===== src/rtl/nanprop_pkg.sv =====
package nanprop_pkg;

   // Operand class produced by the per-operand classifier
   typedef enum logic [1:0] {
      CLS_NUM  = 2'd0,
      CLS_QNAN = 2'd1,
      CLS_SNAN = 2'd2
   } nan_cls_e;

   function automatic logic cls_is_nan(nan_cls_e c);
      return (c == CLS_QNAN) || (c == CLS_SNAN);
   endfunction

   function automatic logic cls_is_snan(nan_cls_e c);
      return c == CLS_SNAN;
   endfunction

endpackage


===== src/rtl/nanprop_classify.sv =====
module nanprop_classify
   import nanprop_pkg::*;
#(
   parameter int EXP_W        = 17,
   parameter int SIG_W        = 64,
   parameter bit EXPLICIT_INT = 1'b1
) (
   input  logic [EXP_W+SIG_W:0] opnd,
   output nan_cls_e             cls
);
   // Quiet-select bit: top fraction bit, below the integer bit when it is stored
   localparam int QBIT = EXPLICIT_INT ? SIG_W - 2 : SIG_W - 1;

   logic [EXP_W-1:0] expo;
   logic [QBIT:0]    frac;
   logic             is_nan;

   assign expo = opnd[SIG_W +: EXP_W];

   generate
      if (EXPLICIT_INT) begin : g_explicit
         // integer bit excluded from the fraction test
         assign frac = opnd[SIG_W-2:0];
      end else begin : g_implicit
         assign frac = opnd[SIG_W-1:0];
      end
   endgenerate

   always_comb begin
      is_nan = (&expo) && (|frac);
      if (!is_nan)
         cls = CLS_NUM;
      else if (frac[QBIT])
         cls = CLS_QNAN;
      else
         cls = CLS_SNAN;
   end

endmodule


===== src/rtl/nanprop_select.sv =====
module nanprop_select #(
   parameter int W    = 82,
   parameter int N    = 3,
   parameter int QBIT = 62
) (
   input  logic [N-1:0][W-1:0] opnds,
   input  logic [N-1:0]        is_nan,
   input  logic [N-1:0]        is_snan,
   output logic                any_nan,
   output logic                any_snan,
   output logic [W-1:0]        quieted
);
   localparam int IDX_W = (N > 1) ? $clog2(N) : 1;
   localparam logic [W-1:0] QMASK = {{(W-1){1'b0}}, 1'b1} << QBIT;

   logic [IDX_W-1:0] pick;

   // Lowest index has the highest priority: scan from the bottom of the
   // priority list so the last match written wins.
   always_comb begin
      pick = '0;
      for (int i = N - 1; i >= 0; i--) begin
         if (is_nan[i]) pick = IDX_W'(i);
      end
   end

   assign any_nan  = |is_nan;
   assign any_snan = |is_snan;
   assign quieted  = any_nan ? (opnds[pick] | QMASK) : '0;

endmodule


===== src/rtl/nanprop_unit.sv =====
module nanprop_unit
   import nanprop_pkg::*;
#(
   parameter int EXP_W        = 17,
   parameter int SIG_W        = 64,
   parameter bit EXPLICIT_INT = 1'b1
) (
   input  logic                   clk,
   input  logic                   rst,
   input  logic                   valid_in,
   input  logic                   nonarith,
   input  logic [EXP_W+SIG_W:0]   src0,
   input  logic [EXP_W+SIG_W:0]   src1,
   input  logic [EXP_W+SIG_W:0]   src2,
   output logic                   valid_out,
   output logic                   nan_bypass,
   output logic                   invalid,
   output logic [EXP_W+SIG_W:0]   result
);
   localparam int W      = 1 + EXP_W + SIG_W;
   localparam int N_OPND = 3;
   localparam int QBIT   = EXPLICIT_INT ? SIG_W - 2 : SIG_W - 1;

   generate
      if (EXP_W < 2) begin : g_bad_exp
         $error("nanprop_unit: EXP_W must be at least 2");
      end
      if (SIG_W < 3) begin : g_bad_sig
         $error("nanprop_unit: SIG_W must be at least 3");
      end
   endgenerate

   logic [N_OPND-1:0][W-1:0] opnds;
   logic [N_OPND-1:0]        nan_v;
   logic [N_OPND-1:0]        snan_v;
   logic                     any_nan;
   logic                     any_snan;
   logic [W-1:0]             quieted;

   assign opnds = {src2, src1, src0};

   generate
      for (genvar g = 0; g < N_OPND; g++) begin : g_cls
         nan_cls_e c;
         nanprop_classify #(
            .EXP_W       (EXP_W),
            .SIG_W       (SIG_W),
            .EXPLICIT_INT(EXPLICIT_INT)
         ) u_cls (
            .opnd(opnds[g]),
            .cls (c)
         );
         assign nan_v[g]  = cls_is_nan(c);
         assign snan_v[g] = cls_is_snan(c);
      end
   endgenerate

   nanprop_select #(
      .W   (W),
      .N   (N_OPND),
      .QBIT(QBIT)
   ) u_sel (
      .opnds   (opnds),
      .is_nan  (nan_v),
      .is_snan (snan_v),
      .any_nan (any_nan),
      .any_snan(any_snan),
      .quieted (quieted)
   );

   always_ff @(posedge clk) begin
      if (rst) begin
         valid_out  <= 1'b0;
         nan_bypass <= 1'b0;
         invalid    <= 1'b0;
         result     <= '0;
      end else begin
         valid_out  <= valid_in;
         nan_bypass <= valid_in && any_nan;
         invalid    <= valid_in && any_snan && !nonarith;
         result     <= valid_in ? quieted : '0;
      end
   end

endmodule


===== config.mk =====
export PLATFORM = sky130hd
export DESIGN_NAME = nanprop_unit
export DESIGN_NICKNAME = d
export VERILOG_FILES = /design/src/rtl/nanprop_pkg.sv /design/src/rtl/nanprop_classify.sv /design/src/rtl/nanprop_select.sv /design/src/rtl/nanprop_unit.sv
export SDC_FILE = /design/constraint.sdc
export NUM_CORES = 1
export LEC_CHECK = 0
export BUFFER_PORTS_ARGS = -buffer_cell sky130_fd_sc_hd__buf_2
export CELL_PAD_IN_SITES_DETAIL_PLACEMENT = 0
export CELL_PAD_IN_SITES_GLOBAL_PLACEMENT = 1
export CORE_MARGIN = 10
export CORE_UTILIZATION = 31
export CTS_CLUSTER_SIZE = 28
export DETAILED_ROUTE_END_ITERATION = 12
export HOLD_SLACK_MARGIN = 0.06
export PLACE_DENSITY = 0.9
export SLEW_MARGIN = 20
export SYNTH_ARGS = -nofsm -noshare
export SYNTH_HDL_FRONTEND = slang
export SYNTH_SLANG_ARGS = --single-unit

===== constraint.sdc =====
create_clock -name clk -period 6.6 [get_ports clk]
set_input_delay 1.32 -clock clk [delete_from_list [all_inputs] [get_ports clk]]
set_output_delay 1.32 -clock clk [all_outputs]
set_load 0.01 [all_outputs]

==> summary.md <==
By area the synthesized netlist is led by dfxtp_1 37%, a211oi_2 17%, mux2i_1 14%. The run gives 0 as the initial antenna violation count. Setup repair after global routing left no endpoint under its margin.

The share of async-settable or async-resettable flops after synthesis works out to 0%. The detailed placer's ending HPWL came out at 16.0 mm. At the worst endpoint, the required time is 6790 ps. For the normalized max-slew margin, the log shows 34.3%.

The number of buffer and inverter instances along the worst setup path was 3; the critical path data arrival time was 4490 ps. TritonCTS created 9 clock buffers. In the final routed layout, each cell accounts on average for 20.6 um. Counting distinct cell types in the post-synthesis netlist gives 30. The most used flip-flop cell after synthesis is dfxtp_1. After clock tree synthesis, the clock-pin slew on the worst setup and hold paths is 70 ps. Pin placement for this block handled 335 I/O pins. For this design the ratio of total power to cell area is 185 mW/mm^2. Hold is met by 1140 ps.

The final critical path takes up 65.1% of the cycle. The number of synthesis warnings was 0; the number of iterations in the first detailed-routing pass was 4. The path type of the worst min-delay path is in2reg. Standby leakage power: 0.00345 uW. The signal on the critical path passes through buf_2 > nor4_1 > nand4_1 > nor4_1 > o22ai_4 > buf_4 > o21ai_4 > buf_4 > a211oi_1. For this block, the initial DRC count from the detailed router was 232. The run gives 5189 as the number of global-route vias before repair. The final layout contains 994 nets. The number of buffers inserted by port buffering was 334.

Counting along the longest clock path gives a buffer depth of 2. For the total global-route track usage, the log shows 18.2%. The placed cell area came out at 0.00611 mm^2. The hold buffer count at CTS is 0.

The worst-case hold path end point is invalid. The logs give 0 for the quantity of gates resized following cts and 0.105 mV for the worst ir drop on vdd. The first-pass GRT wire length was 28.7 mm; the number of sinks handled by clock tree synthesis was 85. For the number of buffers inserted by post-CTS setup repair, the log shows 0. For the core box area, the log shows 0.0145 mm^2. The root buffer cell chosen for the clock tree is clkbuf_16. For the wire length reported by the detailed router, the log shows 19.2 mm.

The run gives 0 as the number of slew-limit violations in the final report. Across the run, the number of max-cap violations was 0. The via density per instance came out at 5.13. The floorplan die area is 0.0199 mm^2, and the H-tree depth reported by CTS is 3. Sequential cells were found to cover 37.4% of the synthesized design area.

Entering global routing, the biggest net connects 66 pins. The number of synthesized flops with an enable pin works out to 0. After detailed routing, the number of remaining DRC violations is 0. The detail route stage leaves a number of antenna-violating nets equal to 0. The worst setup path is captured at a flip-flop.

The logs give 429 for the number of standard cells after synthesis and 679 for the net count after synthesis. TritonCTS built the clock tree. On the critical path, the stage with the largest delay is an instance of nor4_1. Layout cell share with drive strength beyond 1: 56.6%. For the final weighted congestion in routability-driven placement, the log shows 0.914.

The number of cells traversed by the worst hold path came out at 2. The floorplan has 44 rows. Measured along the x axis, the die boundary spans 141 um.

Once the floorplan was initialized, standard cells occupied 31.4% of the core. The transition at the pin with the smallest max-transition slack was 986 ps; the total number of vias was 4783. In this design, the stage delay of the slowest critical-path cell is 610 ps. The tools report the worst path setup slack after routing as 2300 ps. In this run the mean area of a mapped cell was 10.6 um^2. The highest net fanout along the worst path came out at 43. The run finished with clean final reports. In this run the cell area of the synthesized design comes to 0.00455 mm^2. The source of the worst hold timing path was nonarith. The critical path in this run is classified as in2reg.

The floorplan step set the die height to 141 um. The family of cells with the greatest summed delay on the critical path was simple AND/OR/NAND/NOR gates. The setup slack at placement was 1960 ps. The worst setup path is launched from an input port. In the post-synthesis netlist, the cell with the most instances is dfxtp_1.

The area growth from synthesis to layout is 42.1%. Final sum of negative setup slack: 0 ps. The number of failing hold endpoints at the final stage came out at 0.

The synthesized design spends more area on one cell type than any other, namely dfxtp_1. The run gives 0.00646 mm^2 as the post-layout instance area. The area share of the largest cell type after synthesis is 37.4%, and the highest attainable clock frequency is 0.233 GHz. The number of synthesized register bits was 85. The post-route minimum period was 4300 ps; the count of antenna diodes in the layout was 0. Sorting the synthesized cells by how often they occur yields 85 x dfxtp_1, 67 x nor3_1, 64 x mux2i_1. Setup violations remaining at the end of the flow were counted as 0.

Total congestion overflow: 0.
metrics by stage:
step | utilization, % | instances | total power, uW
after global placement | 42.2 | 916 | 645
after floorplan | - | 429 | 548
after CTS | 44.4 | 932 | 1210
after global routing | 44.6 | 933 | 1240
after detailed placement | 42.2 | 916 | 646
final | 44.6 | 933 | 1200
cell type report:
cell class | count | area, um^2
Clock inverter | 7 | 103
Timing Repair Buffer | 341 | 1740
Tap cell | 184 | 230
Inverter | 20 | 75.1
Fill cell | 1472 | 8020
Sequential cell | 85 | 1700
Multi-Input combinational cell | 287 | 2380
Clock buffer | 9 | 225
power breakdown:
| group | switching [uW] | internal (uW) |
|---|---|---|
| clock | 225 | 337 |
| combinational | 55.8 | 65.1 |
| sequential | 0.292 | 513 |
| total | 281 | 915 |
logic make-up after synthesis:
kind of cell	share of synthesized area, %
and+or+nand+nor	19.3
DFF	37.4
AOI/OAI and AO/OA	18.2
muxes	14.1
buffers and inverters	11.0
layer usage:
layer	vias to the layer above	part of all wire, %	global-route usage (%)
met1	2220	38	19.6
met2	235	50	31.6
met3	21	10	7.89
met5	-	0	0
li1	2307	-	-
met4	0	1.7	5.11
flip-flops by register name, summed over array words and instances, names as in the netlist:
name	count
result	82
invalid	1
nan_bypass	1
valid_out	1
how the worst max path moves through the flow:
| stage | from | cells after the start | endpoint |
|---|---|---|---|
| final | src1[0] | 9 | result[41] |
| after floorplan | src1[52] | 8 | result[0] |
| after CTS | src1[2] | 9 | result[41] |
| after global placement | src1[2] | 9 | result[43] |
| after global routing | src1[2] | 9 | result[41] |
| after detailed placement | src1[2] | 9 | result[41] |
cell usage in the layout (no fill, tap or decap):
master,n
buf_2,334
dfxtp_1,85
nor3_1,67
mux2i_1,64
a211oi_2,61
nor4_1,49
nand4_1,23
inv_1,20
clkbuf_16,9
buf_4,6
a211oi_1,4
nand2_1,3
nor2_1,3
inv_6,3
and3_1,2
bufinv_16,2
nor4_4,1
or4_1,1
o211ai_4,1
or2_2,1
nand3_1,1
o22ai_4,1
or2_4,1
nand2b_1,1
o21ai_4,1
o32a_1,1
or3_1,1
clkinvlp_4,1
clkinv_4,1
buf_16,1
(Power assumes the default switching activity.)
